<file path="src/rtl/sp_range_pkg.sv">
package sp_range_pkg;
  localparam int SIG_W  = 24;
  localparam int FRAC_W = SIG_W - 1;
  localparam int EF_W   = 8;

  typedef enum logic [1:0] {
    RM_NEAR = 2'b00,
    RM_DOWN = 2'b01,
    RM_UP   = 2'b10,
    RM_ZERO = 2'b11
  } rmode_e;

  localparam logic [EF_W-1:0]   EF_INF  = 8'hFF;
  localparam logic [EF_W-1:0]   EF_MAXF = 8'hFE;
  localparam logic [FRAC_W-1:0] FR_ONES = '1;
endpackage

</file>
<file path="src/rtl/sp_ovf_saturate.sv">
module sp_ovf_saturate
  import sp_range_pkg::*;
(
  input  logic        sign_i,
  input  rmode_e      rmode_i,
  output logic [31:0] sat_o
);
  logic to_inf;

  // infinity only when the mode rounds away from zero for this sign
  always_comb begin
    unique case (rmode_i)
      RM_NEAR: to_inf = 1'b1;
      RM_DOWN: to_inf = sign_i;
      RM_UP:   to_inf = ~sign_i;
      default: to_inf = 1'b0;
    endcase
    sat_o = to_inf ? {sign_i, EF_INF, {FRAC_W{1'b0}}}
                   : {sign_i, EF_MAXF, FR_ONES};
  end
endmodule

</file>
<file path="src/rtl/sp_tiny_denorm.sv">
module sp_tiny_denorm
  import sp_range_pkg::*;
#(
  parameter int SH_W = 5
) (
  input  logic             sign_i,
  input  logic [SIG_W-1:0] sig_i,
  input  logic [SH_W-1:0]  shamt_i,
  input  rmode_e           rmode_i,
  input  logic             inexact_i,
  output logic [31:0]      den_o,
  output logic             den_inexact_o
);
  localparam int PAD   = SIG_W + 3;
  localparam int EXT_W = SIG_W + PAD;

  logic [EXT_W-1:0] ext;
  logic [SIG_W-1:0] kept;
  logic             guard, sticky, inc;
  logic [SIG_W-1:0] rnd;

  always_comb begin
    ext    = {sig_i, {PAD{1'b0}}} >> shamt_i;
    kept   = ext[EXT_W-1 -: SIG_W];
    guard  = ext[PAD-1];
    sticky = (|ext[PAD-2:0]) | inexact_i;
    unique case (rmode_i)
      RM_NEAR: inc = guard & (sticky | kept[0]);
      RM_DOWN: inc = sign_i & (guard | sticky);
      RM_UP:   inc = ~sign_i & (guard | sticky);
      default: inc = 1'b0;
    endcase
    rnd           = kept + SIG_W'(inc);
    // a carry into bit 23 lands in the exponent field: smallest normal
    den_o         = {sign_i, {(31-SIG_W){1'b0}}, rnd};
    den_inexact_o = guard | sticky;
  end
endmodule

</file>
<file path="src/rtl/sp_range_fixup.sv">
module sp_range_fixup
  import sp_range_pkg::*;
#(
  parameter int EXP_W = 12
) (
  input  logic                    clk_i,
  input  logic                    rst_ni,
  input  logic                    valid_i,
  input  logic                    sign_i,
  input  logic signed [EXP_W-1:0] exp_i,
  input  logic [SIG_W-1:0]        sig_i,
  input  logic [1:0]              rmode_i,
  input  logic                    ovf_mask_i,
  input  logic                    unf_mask_i,
  input  logic                    inexact_i,
  output logic                    valid_o,
  output logic [31:0]             result_o,
  output logic                    oe_o,
  output logic                    ue_o,
  output logic                    pe_o,
  output logic                    wr_block_o
);
  localparam int SH_W    = 5;
  localparam int SH_MAX  = SIG_W + 2;
  localparam logic signed [EXP_W-1:0] EXP_OVF = EXP_W'(255);
  localparam logic signed [EXP_W-1:0] EXP_LOW = EXP_W'(1 - SH_MAX);

  rmode_e           rm;
  logic             is_ovf, is_tiny;
  logic [SH_W-1:0]  shamt;
  logic [31:0]      sat_w, den_w;
  logic             den_inex;
  logic [31:0]      res_d;
  logic             oe_d, ue_d, pe_d, blk_d;

  assign rm      = rmode_e'(rmode_i);
  assign is_ovf  = exp_i >= EXP_OVF;
  assign is_tiny = exp_i <= $signed(EXP_W'(0));

  always_comb begin
    if (exp_i <= EXP_LOW) shamt = SH_W'(SH_MAX);
    else                  shamt = SH_W'(EXP_W'(1) - exp_i);
  end

  sp_ovf_saturate u_sat (
    .sign_i (sign_i),
    .rmode_i(rm),
    .sat_o  (sat_w)
  );

  sp_tiny_denorm #(.SH_W(SH_W)) u_den (
    .sign_i       (sign_i),
    .sig_i        (sig_i),
    .shamt_i      (shamt),
    .rmode_i      (rm),
    .inexact_i    (inexact_i),
    .den_o        (den_w),
    .den_inexact_o(den_inex)
  );

  always_comb begin
    res_d = {sign_i, exp_i[EF_W-1:0], sig_i[FRAC_W-1:0]};
    oe_d  = 1'b0;
    ue_d  = 1'b0;
    pe_d  = inexact_i;
    blk_d = 1'b0;
    if (is_ovf) begin
      oe_d = 1'b1;
      if (ovf_mask_i) begin
        res_d = sat_w;
        pe_d  = 1'b1;
      end else begin
        blk_d = 1'b1;
      end
    end else if (is_tiny) begin
      if (unf_mask_i) begin
        res_d = den_w;
        ue_d  = den_inex;
        pe_d  = den_inex;
      end else begin
        ue_d  = 1'b1;
        blk_d = 1'b1;
      end
    end
  end

  always_ff @(posedge clk_i or negedge rst_ni) begin
    if (!rst_ni) begin
      valid_o    <= 1'b0;
      result_o   <= '0;
      oe_o       <= 1'b0;
      ue_o       <= 1'b0;
      pe_o       <= 1'b0;
      wr_block_o <= 1'b0;
    end else begin
      valid_o <= valid_i;
      if (valid_i) begin
        result_o   <= res_d;
        oe_o       <= oe_d;
        ue_o       <= ue_d;
        pe_o       <= pe_d;
        wr_block_o <= blk_d;
      end
    end
  end

  p_in_range_r1: assert property (@(posedge clk_i) disable iff (!rst_ni)
    valid_i && !is_ovf && !is_tiny |=> !oe_o && !ue_o && !wr_block_o
                                       && pe_o == $past(inexact_i));
  p_ovf_flag_r2: assert property (@(posedge clk_i) disable iff (!rst_ni)
    valid_i && is_ovf |=> oe_o && !ue_o);
  p_sat_pe_r7: assert property (@(posedge clk_i) disable iff (!rst_ni)
    valid_i && is_ovf && ovf_mask_i |=> pe_o && !wr_block_o);
  p_ue_pe_r9: assert property (@(posedge clk_i) disable iff (!rst_ni)
    valid_o && ue_o && !wr_block_o |-> pe_o);
  p_unmasked_r10: assert property (@(posedge clk_i) disable iff (!rst_ni)
    valid_i && is_tiny && !unf_mask_i |=> ue_o && wr_block_o);
  p_valid_lat_r11: assert property (@(posedge clk_i) disable iff (!rst_ni)
    valid_o == $past(valid_i));
endmodule

</file>
<file path="config.mk">
export PLATFORM = sky130hd
export DESIGN_NAME = sp_range_fixup
export DESIGN_NICKNAME = d
export VERILOG_FILES = /design/src/rtl/sp_range_pkg.sv /design/src/rtl/sp_ovf_saturate.sv /design/src/rtl/sp_tiny_denorm.sv /design/src/rtl/sp_range_fixup.sv
export SDC_FILE = /design/constraint.sdc
export NUM_CORES = 1
export LEC_CHECK = 0
export BUFFER_PORTS_ARGS = -buffer_cell sky130_fd_sc_hd__buf_2
export CORE_ASPECT_RATIO = 1.25
export CORE_MARGIN = 1.5
export CORE_UTILIZATION = 45
export DETAILED_ROUTE_END_ITERATION = 8
export PLACE_DENSITY = 0.73
export SKIP_LAST_GASP = 1
export SYNTH_ARGS = -nofsm -noshare
export SYNTH_HDL_FRONTEND = slang
export SYNTH_SLANG_ARGS = --single-unit
export TNS_END_PERCENT = 30
</file>
<file path="constraint.sdc">
create_clock -name clk_i -period 0.9 [get_ports clk_i]
set_input_delay 0.09 -clock clk_i [delete_from_list [all_inputs] [get_ports clk_i]]
set_output_delay 0.09 -clock clk_i [all_outputs]
set_load 0.02 [all_outputs]
</file>
# Yosys cells after proc, flatten, opt, wreduce, memory -nomap -nowiden
# Index checks and enable logic that the tools add are counted.
# W data, S select, Z words.
# totals
regBits	37
latch_bits	0
ram_bits	0
romBits	0
inputBits	45
wordCells	43
mem_count	0
# op_classes
addsub	2
mul	0
div_mod_pow	0
order_cmp	3
n_eq_ne	2
n_shift	1
mux	20
n_bitwise	7
n_reduce_logical	2
# ops
operator	n
$mux W31	4
$shr A51 B5 Y51	1
$reduce_or A26 Y1	1
$add A24 B1 Y24	1
$mux W24	1
$ge A12 B9 Y1 const B	1
$le A12 B1 Y1 const B	1
$le A12 B6 Y1 const B	1
$mux W1	12
$pmux W1 S3	2
$mux W5	1
$sub A2 B5 Y5 const A	1
$and A1 B1 Y1	3
$or A1 B1 Y1	3
$eq A2 B1 Y1 const B	1
$eq A2 B2 Y1 const B	1
$logic_not A2 Y1	1
$not A1 Y1	1

# Depth between registers and ports, before layout
# Gate-level depths: netlist of run 1.
# depth
word_depth	12
mapped_depth	23

# Modules after synthesis
# Synthesis of run 1 repeated with hierarchy kept, for this count alone.
# unflattened
cells_unflattened	610
area_unflattened_um2	5477.8
# by_module_without_submodules
module	n_inst	cells_per_inst	area_each_um2
sp_tiny_denorm	1	354	2788.9
sp_range_fixup	1	222	2427.3
sp_ovf_saturate	1	34	261.5

# Least setup slack after synthesis of run 1
# No wires, ideal clock.
# synth_timing
path_type	input port to flip-flop
startpoint	input exp_i[1]
endpoint	register result_o[18]
arrival_time_ns	4.286
required_time_ns	0.776
path_slack_ns	-3.510
cell_stages	21
path_buffers	5
path_cell_list	inv_1 -> clkbuf_1 -> buf_1 -> ha_1 -> buf_2 -> clkbuf_1 -> clkbuf_1 -> o21a_1 -> o22ai_1 -> mux2i_1 -> mux2i_1 -> o21ai_0 -> a41oi_1 -> ha_1 -> ha_1 -> inv_1 -> a211oi_4 -> nand4_4 -> or4_1 -> nand3_1 -> a21oi_1
# synth_via
elab_chain_cells	12
# synth_lines
element	line	text
start: declaration	sp_range_fixup.sv:10	input logic signed [EXP_W-1:0] exp_i,
$le A12 B6 Y1 or $sub A2 B5 Y5 (tied branches)	sp_range_fixup.sv:41, sp_range_fixup.sv:42	
$mux W5	sp_range_fixup.sv:41	if (exp_i <= EXP_LOW) shamt = SH_W'(SH_MAX);
$shr A51 B5 Y51	sp_tiny_denorm.sv:23	ext = {sig_i, {PAD{1'b0}}} >> shamt_i;
$reduce_or A26 Y1	sp_tiny_denorm.sv:26	sticky = (|ext[PAD-2:0]) | inexact_i;
$or A1 B1 Y1	sp_tiny_denorm.sv:26	
$or A1 B1 Y1 (on tied branches)	sp_tiny_denorm.sv:29, sp_tiny_denorm.sv:30, sp_tiny_denorm.sv:28	
$and A1 B1 Y1 (on tied branches)	sp_tiny_denorm.sv:30, sp_tiny_denorm.sv:28, sp_tiny_denorm.sv:29	
$pmux W1 S3	sp_tiny_denorm.sv:27	unique case (rmode_i)
$add A24 B1 Y24	sp_tiny_denorm.sv:33	rnd = kept + SIG_W'(inc);
$mux W31	sp_range_fixup.sv:76	if (unf_mask_i) begin
$mux W31	sp_range_fixup.sv:75	end else if (is_tiny) begin
$mux W31 (*)	sp_range_fixup.sv:67	if (is_ovf) begin
end signal: assignment	sp_range_fixup.sv:98	result_o <= res_d;
end: declaration	sp_range_fixup.sv:17	output logic [31:0] result_o,
# Every way passes the cells marked *; elsewhere a longest branch is shown, timed or not.
# A chain may end at the register's enable or synchronous reset.

# Worst setup path in the final report of run 1
# layout_timing
startpoint	input exp_i[3]
endpoint	register result_o[20]
# Same word-level chain as after synthesis.

==> results of run 1 <==
==> per-stage QoR <==
step | area, sq um | utilization, % | hold WS [ns]
after floorplan | 4890 | - | -0.206
after global placement | 6860 | 67.5 | 0.0678
after detailed placement | 6860 | 67.5 | 0.0691
after CTS | 7420 | 73.0 | 0.184
after global routing | 7710 | 75.9 | 0.204
final | 7710 | 75.9 | 0.188
==> cell families after synthesis <==
| kind of cell | count (synthesis) |
|---|---|
| compound gates | 241 |
| flops | 37 |
| xor+xnor | 15 |
| simple gates | 257 |
| buf+inv | 78 |
| mux | 23 |
| fa+ha+maj | 6 |
==> final timing paths <==
check                        startpoint            to  slack, ns  cells past startpoint
setup / recovery               exp_i[3]  result_o[20]      -2.70                     22
hold / removal                   sign_i  result_o[31]       0.19                      3
setup reg to reg           result_o[20]  result_o[20]      -0.30                      4
hold reg to reg              wr_block_o    wr_block_o       0.49                      1
max in group asynchronous        rst_ni  result_o[22]       0.40                      3
min in group asynchronous        rst_ni  result_o[30]       0.29                      3
==> timing repair <==
action | CTS | global route
cloned | 0 | 3
pin swaps | 29 | 16
endpoints found under the hold margin | 37 | 0
buffers inserted | 13 | 11
hold buffers | 1 | 0
gates resized for setup | 65 | 22
setup endpoints to repair | 62 | 71
==> power groups by stage <==
stage | Sequential [uW] | Clock, uW | Combinational (uW)
final | 1980 | 2070 | 4480
after global routing | 2000 | 2140 | 4740
after CTS | 1980 | 2080 | 4150
after detailed placement | 2000 | 0 | 3970
after global placement | 1990 | 0 | 3900
after floorplan | 2250 | 0 | 1790
==> Yosys cell counts, drive strengths merged, types with 21 or more instances <==
cell type	count	area [sq um]
nor2	65	244
a21oi	55	275
nand2	42	158
clkbuf	37	139
dfrtp	37	926
nor2b	37	231
o21ai	35	179
o21a	30	225
nor3	29	150
o22ai	27	169
nor4	26	163
inv	21	78.8
nand3	21	115
==> cell type report <==
| cell class | count | area (sq um) |
|---|---|---|
| Sequential cell | 37 | 926 |
| Multi-Input combinational cell | 542 | 3910 |
| Clock buffer | 6 | 139 |
| Inverter | 21 | 78.8 |
| Fill cell | 736 | 2450 |
| Tap cell | 129 | 161 |
| Timing Repair Buffer | 327 | 2460 |
| Clock inverter | 2 | 37.5 |
==> registers in the layout (all words and copies together) (netlist names) <==
name / count
wr_block_o: 1
pe_o: 1
ue_o: 1
valid_o: 1
oe_o: 1
result_o: 32
==> layer usage <==
layer  vias up  share of wire, %  routed length [microns]
met3       116               7.4                     1590
met1      3278                38                     8280
li1       3054                 -                        -
met4         0               6.3                     1370
met5         -                 0                        0
met2       405                48                    10300
==> critical path, delay by kind of cell <==
| kind | cells | cell delay [ns] |
|---|---|---|
| multiplexers | 2 | 0.48 |
| adder cells (fa/ha/maj) | 2 | 0.39 |
| buffers and inverters | 6 | 0.75 |
| AND/OR/NAND/NOR | 4 | 0.51 |
| AO/OA/AOI/OAI | 8 | 1.51 |
==> results.json, run 1 <==
{
  "use_met3_pct": 3.62,
  "synthSimpleGateAreaFrac_pct": 28.0,
  "max_stage_delay_ns": 0.27,
  "syn_avg_cell_area_sq_um": 7.21,
  "drtIter0Drc": 575,
  "fin_setup_tns_ns": -69.87,
  "io_buffers": 81,
  "crit_top_cell": "buf_12",
  "die_height_microns": 118,
  "cap_viol_max_count": 0,
  "synth_xor_area_share_pct": 2.77,
  "power_switching_share_pct": 38.1,
  "fp-row-count": 41,
  "final_cells": 1064,
  "p_int_uw": 5280,
  "path_clk_slew_ns": 0.05,
  "rsz0062_at_grt": "true",
  "layout.cells.most_common": "buf_4",
  "ys_warn_count": 0,
  "die_x_microns": 94.7,
  "track_usage_pct": 36.8,
  "synthesis.instances": 657,
  "crit_type": "primary input to flop",
  "clkPwrFrac_pct": 24.3,
  "synth_fp_nets": 708,
  "crit_chain": "buf_8 -> o2111ai_4 -> buf_6 -> buf_12 -> o21ai_4 -> nand2_4 -> buf_12 -> o32ai_4 -> nor2_1 -> a21o_1 -> mux2i_4 -> a31oi_4 -> a41oi_2 -> ha_2 -> ha_4 -> inv_2 -> a211oi_4 -> nand4_4 -> buf_4 -> nor3_2 -> mux2i_1 -> o21ai_1",
  "drt_wl_total_mm": 21.5,
  "pin_count": 82,
  "cts_made_buffers": 5,
  "synth_area_sq_um": 4730,
  "grt_max_degree": 38,
  "setup_violations": 61,
  "antenna_found_initial": 0,
  "gp_congestion": 1.01,
  "dp.cells": 1028,
  "wl_per_cell_microns": 20.2,
  "power.density_nw_per_um2": 1110,
  "report.final.hold_viol_count": 0,
  "vias": 6853,
  "setup_ws_ns": -2.70,
  "ys_seq_area_share_pct": 19.6,
  "coreArea_sq_um": 10200,
  "endpoint_kind": "flop",
  "ys_types": 64,
  "synth_top_family_by_area": "compound AO/OA/AOI/OAI gates",
  "relSlewSlack_pct": 32.0,
  "critPathSlowestCell": "o32ai_4",
  "mostFrequentLayoutCells": "231 x buf_4, 76 x buf_2, 62 x nor2_1, 52 x a21oi_1, 39 x nand2_1",
  "max_freq_mhz": 278,
  "critPathArrivalTime_ns": 3.74,
  "clock_path_buffers": 2,
  "grt-busiest-layer": "met2",
  "insertedDiodeCount": 0,
  "p_leak_uw": 0.00338,
  "period_share_pct": 400,
  "slew_viol_final": 0,
  "clock_latency_ns": 0.28,
  "htree_levels": 2,
  "combPwrFrac_pct": 52.5,
  "grt.overflow.total": 0,
  "min_period_ns": 3.60,
  "cts_root_buf": "clkbuf_16",
  "grt_pass1_vias": 6501,
  "synth.area.mux_share_pct": 4.94,
  "path_max_fanout": 8,
  "synth-adder-area-share_pct": 1.59,
  "worst_slew_pin_slew_ns": 1.02,
  "status": "finished, violations left",
  "violations": "setup timing",
  "vdd_drop_max_uv": 784,
  "nets": 985,
  "crit_required_ns": 1.05,
  "synth_compound_area_share_pct": 36.4,
  "ys_ff_latch": 37,
  "dr.pass1.iters": 7,
  "synth_enable_flop_cells": 0,
  "dieArea_sq_um": 11100,
  "synth_ff_type": "dfrtp_1",
  "cts_sinks": 37,
  "p_total_uw": 8540,
  "layout-drive-gt1-share_pct": 43.7,
  "drcViolationCount": 0,
  "use_met1_pct": 45.4,
  "drt-vias-per-instance": 6.44,
  "ant_nets": 0,
  "start_util_pct": 46.6,
  "grt_first_pass_wirelength_mm": 32.7,
  "grt_use_met2_pct": 61.8,
  "skew_ns": 0,
  "start_kind": "primary input",
  "switchingPower_uw": 3250,
  "synthArstFlopShare_pct": 100,
  "hpwl_mm": 15.8,
  "dp_slack_ns": -3.02,
  "hold_path.class": "primary input to flop",
  "cts_tree": "built",
  "area_growth_pct": 62.8,
  "p_seq_share_pct": 23.2
}
Power figures use the tool's default switching activity.
==> run 2: changes to the inputs <==
--- a/config.mk
+++ b/config.mk
@@ -8,9 +8,9 @@
 export BUFFER_PORTS_ARGS = -buffer_cell sky130_fd_sc_hd__buf_2
 export CORE_ASPECT_RATIO = 1.25
 export CORE_MARGIN = 1.5
-export CORE_UTILIZATION = 45
+export CORE_UTILIZATION = 40
 export DETAILED_ROUTE_END_ITERATION = 8
-export PLACE_DENSITY = 0.73
+export PLACE_DENSITY = 0.64
 export SKIP_LAST_GASP = 1
 export SYNTH_ARGS = -nofsm -noshare
 export SYNTH_HDL_FRONTEND = slang
==> constraint.sdc (replaced) <==
create_clock -name clk_i -period 4.3 [get_ports clk_i]
set_input_delay 0.43 -clock clk_i [delete_from_list [all_inputs] [get_ports clk_i]]
set_output_delay 0.43 -clock clk_i [all_outputs]
set_load 0.02 [all_outputs]
==> run 2 against run 1 <==
Against the previous run: the flow now finishes without violations; first-iteration DRC count down 38%; wire length down 15%; core utilization down 26 points; sequential share of layout area up 4.1 points; die area up 12%; register-to-register slack better by 3.4 ns; cell area down 26%; power down 83%; via count down 16%; critical endpoint is now result_o[12]; largest cell class unchanged; highest routed layer unchanged.
==> results.json, run 2 (synthesis gave the netlist of run 1 again) <==
{
  "setup_violations": 0,
  "start_util_pct": 41.0,
  "gp_congestion": 0.946,
  "dieArea_sq_um": 12500,
  "cts_root_buf": "clkbuf_16",
  "cts_sinks": 37,
  "fin_setup_tns_ns": 0,
  "htree_levels": 2,
  "critical_path_depth": 19,
  "vdd_drop_max_uv": 199,
  "largest_reg_flops": 32,
  "io_buffers": 81,
  "p_total_uw": 1460,
  "cts_setup_buffers": 0,
  "rr_endpoint": "result_o[23]",
  "vias": 5731,
  "status": "complete, no violations",
  "cap_viol_max_count": 0,
  "final_cells": 884,
  "ant_nets": 0,
  "critPathArrivalTime_ns": 4.16,
  "worst_slew_pin_slew_ns": 1.13,
  "clock_latency_ns": 0.28,
  "drt_wl_total_mm": 18.2,
  "max_stage_delay_ns": 0.37,
  "hold_path.class": "primary input to asynchronous set/reset pin",
  "skew_ns": 0,
  "regToRegSetupSlack_ns": 3.15,
  "path_clk_slew_ns": 0.06,
  "die_x_microns": 100,
  "cts_resized": 0,
  "cts_made_buffers": 5,
  "power.density_nw_per_um2": 254,
  "rsz0062_at_grt": "false",
  "start_kind": "primary input",
  "insertedDiodeCount": 0,
  "critPathLaunch": "exp_i[4]",
  "min_period_ns": 4.02,
  "cts_tree": "built",
  "grt.overflow.total": 0,
  "crit_required_ns": 4.45,
  "dr.pass1.iters": 5,
  "antenna_found_initial": 0,
  "grt_pass1_vias": 5326,
  "crit_chain": "buf_2 -> o2111ai_4 -> buf_4 -> nor4_1 -> a221o_1 -> o32ai_4 -> nor2_1 -> a21o_1 -> mux2i_1 -> o21ai_0 -> a41oi_1 -> ha_2 -> ha_1 -> inv_1 -> a211oi_4 -> nand4_4 -> buf_4 -> o31ai_1 -> a21oi_1",
  "dp.cells": 876,
  "fp-row-count": 44,
  "coreArea_sq_um": 11600,
  "endpoint_kind": "flop",
  "crit_type": "primary input to flop",
  "grt_max_degree": 51,
  "fin_util_pct": 49.6,
  "p_leak_uw": 0.00226,
  "worstSetupEndpoint": "result_o[12]",
  "period_share_pct": 93.4,
  "pin_count": 82,
  "drt-vias-per-instance": 6.48,
  "drcViolationCount": 0,
  "ff2ff_path_depth": 4,
  "slew_viol_final": 0,
  "critPathSlowestCell": "o31ai_1",
  "cts_hold_buf": 0,
  "layout-drive-gt1-share_pct": 22.3,
  "relSlewSlack_pct": 24.3,
  "layout.cells.most_common": "buf_2",
  "nets": 796,
  "drtIter0Drc": 357,
  "path_max_fanout": 26,
  "report.final.hold_viol_count": 0,
  "die_height_microns": 125,
  "cp.buffers_inverters": 4,
  "wl_per_cell_microns": 20.6,
  "hpwl_mm": 14.2,
  "grt_first_pass_wirelength_mm": 28.8,
  "track_usage_pct": 28.9,
  "clock_path_buffers": 2,
  "max_freq_mhz": 249,
  "crit_top_cell": "buf_4",
  "top_register": "result_o",
  "mostFrequentLayoutCells": "81 x buf_2, 65 x nor2_1, 55 x a21oi_1, 53 x buf_4, 42 x nand2_1",
  "crit_family": "compound AO/OA/AOI/OAI gates",
  "r2r-start": "result_o[23]",
  "area_growth_pct": 21.0
}
## run 2: cell types whose count changed in the layout (fill, tap and decap cells not counted), sizes merged
cell         previous run  this run
buf                   323       138
clkbuf                  9         5
clkinv                  0         2
bufinv                  1         0
dlygate4sd3             1         0
## run 2: where the power goes
part	internal [uW]	leakage [uW]	switching, uW	total (uW)
Sequential	391	0.000434	23.0	414
Combinational	259	0.00176	428	687
Clock	212	0.0000696	145	357
Total	862	0.00226	596	1460
## run 2: layer usage
metal / vias to the layer above / track usage, % / share of wire (%)
met2: 257 / 46.2 / 47
met1: 2765 / 41.2 / 45
met5: - / 0 / 0
met3: 29 / 1.63 / 5.2
met4: 0 / 9.86 / 2.6
li1: 2680 / - / -
## run 2: worst min-delay path by stage
stage	startpoint	to	slack, ns
floorplan	rst_ni	oe_o	0.13
global placement	wr_block_o	wr_block_o	0.46
detailed placement	wr_block_o	wr_block_o	0.47
CTS	rst_ni	result_o[29]	0.29
global route	rst_ni	oe_o	0.33
finish	rst_ni	oe_o	0.24
## run 2: cell type report
class                      instances  area (sq um)
multi-input combinational        542          3530
sequential                        37           926
fill                            1205          5830
inverter                          21          78.8
clock buffer                       5           125
tap                              138           173
clock inverter                     3          17.5
timing repair buffer             138           883
## run 2: metrics by stage
stage,hold slack [ns],setup WS (ns),area (sq um)
floorplan,0.134,0.0207,4790
global placement,0.457,0.125,5590
detailed placement,0.466,0.00889,5590
CTS,0.287,0.313,5730
global route,0.329,0.0359,5730
finish,0.244,0.284,5730
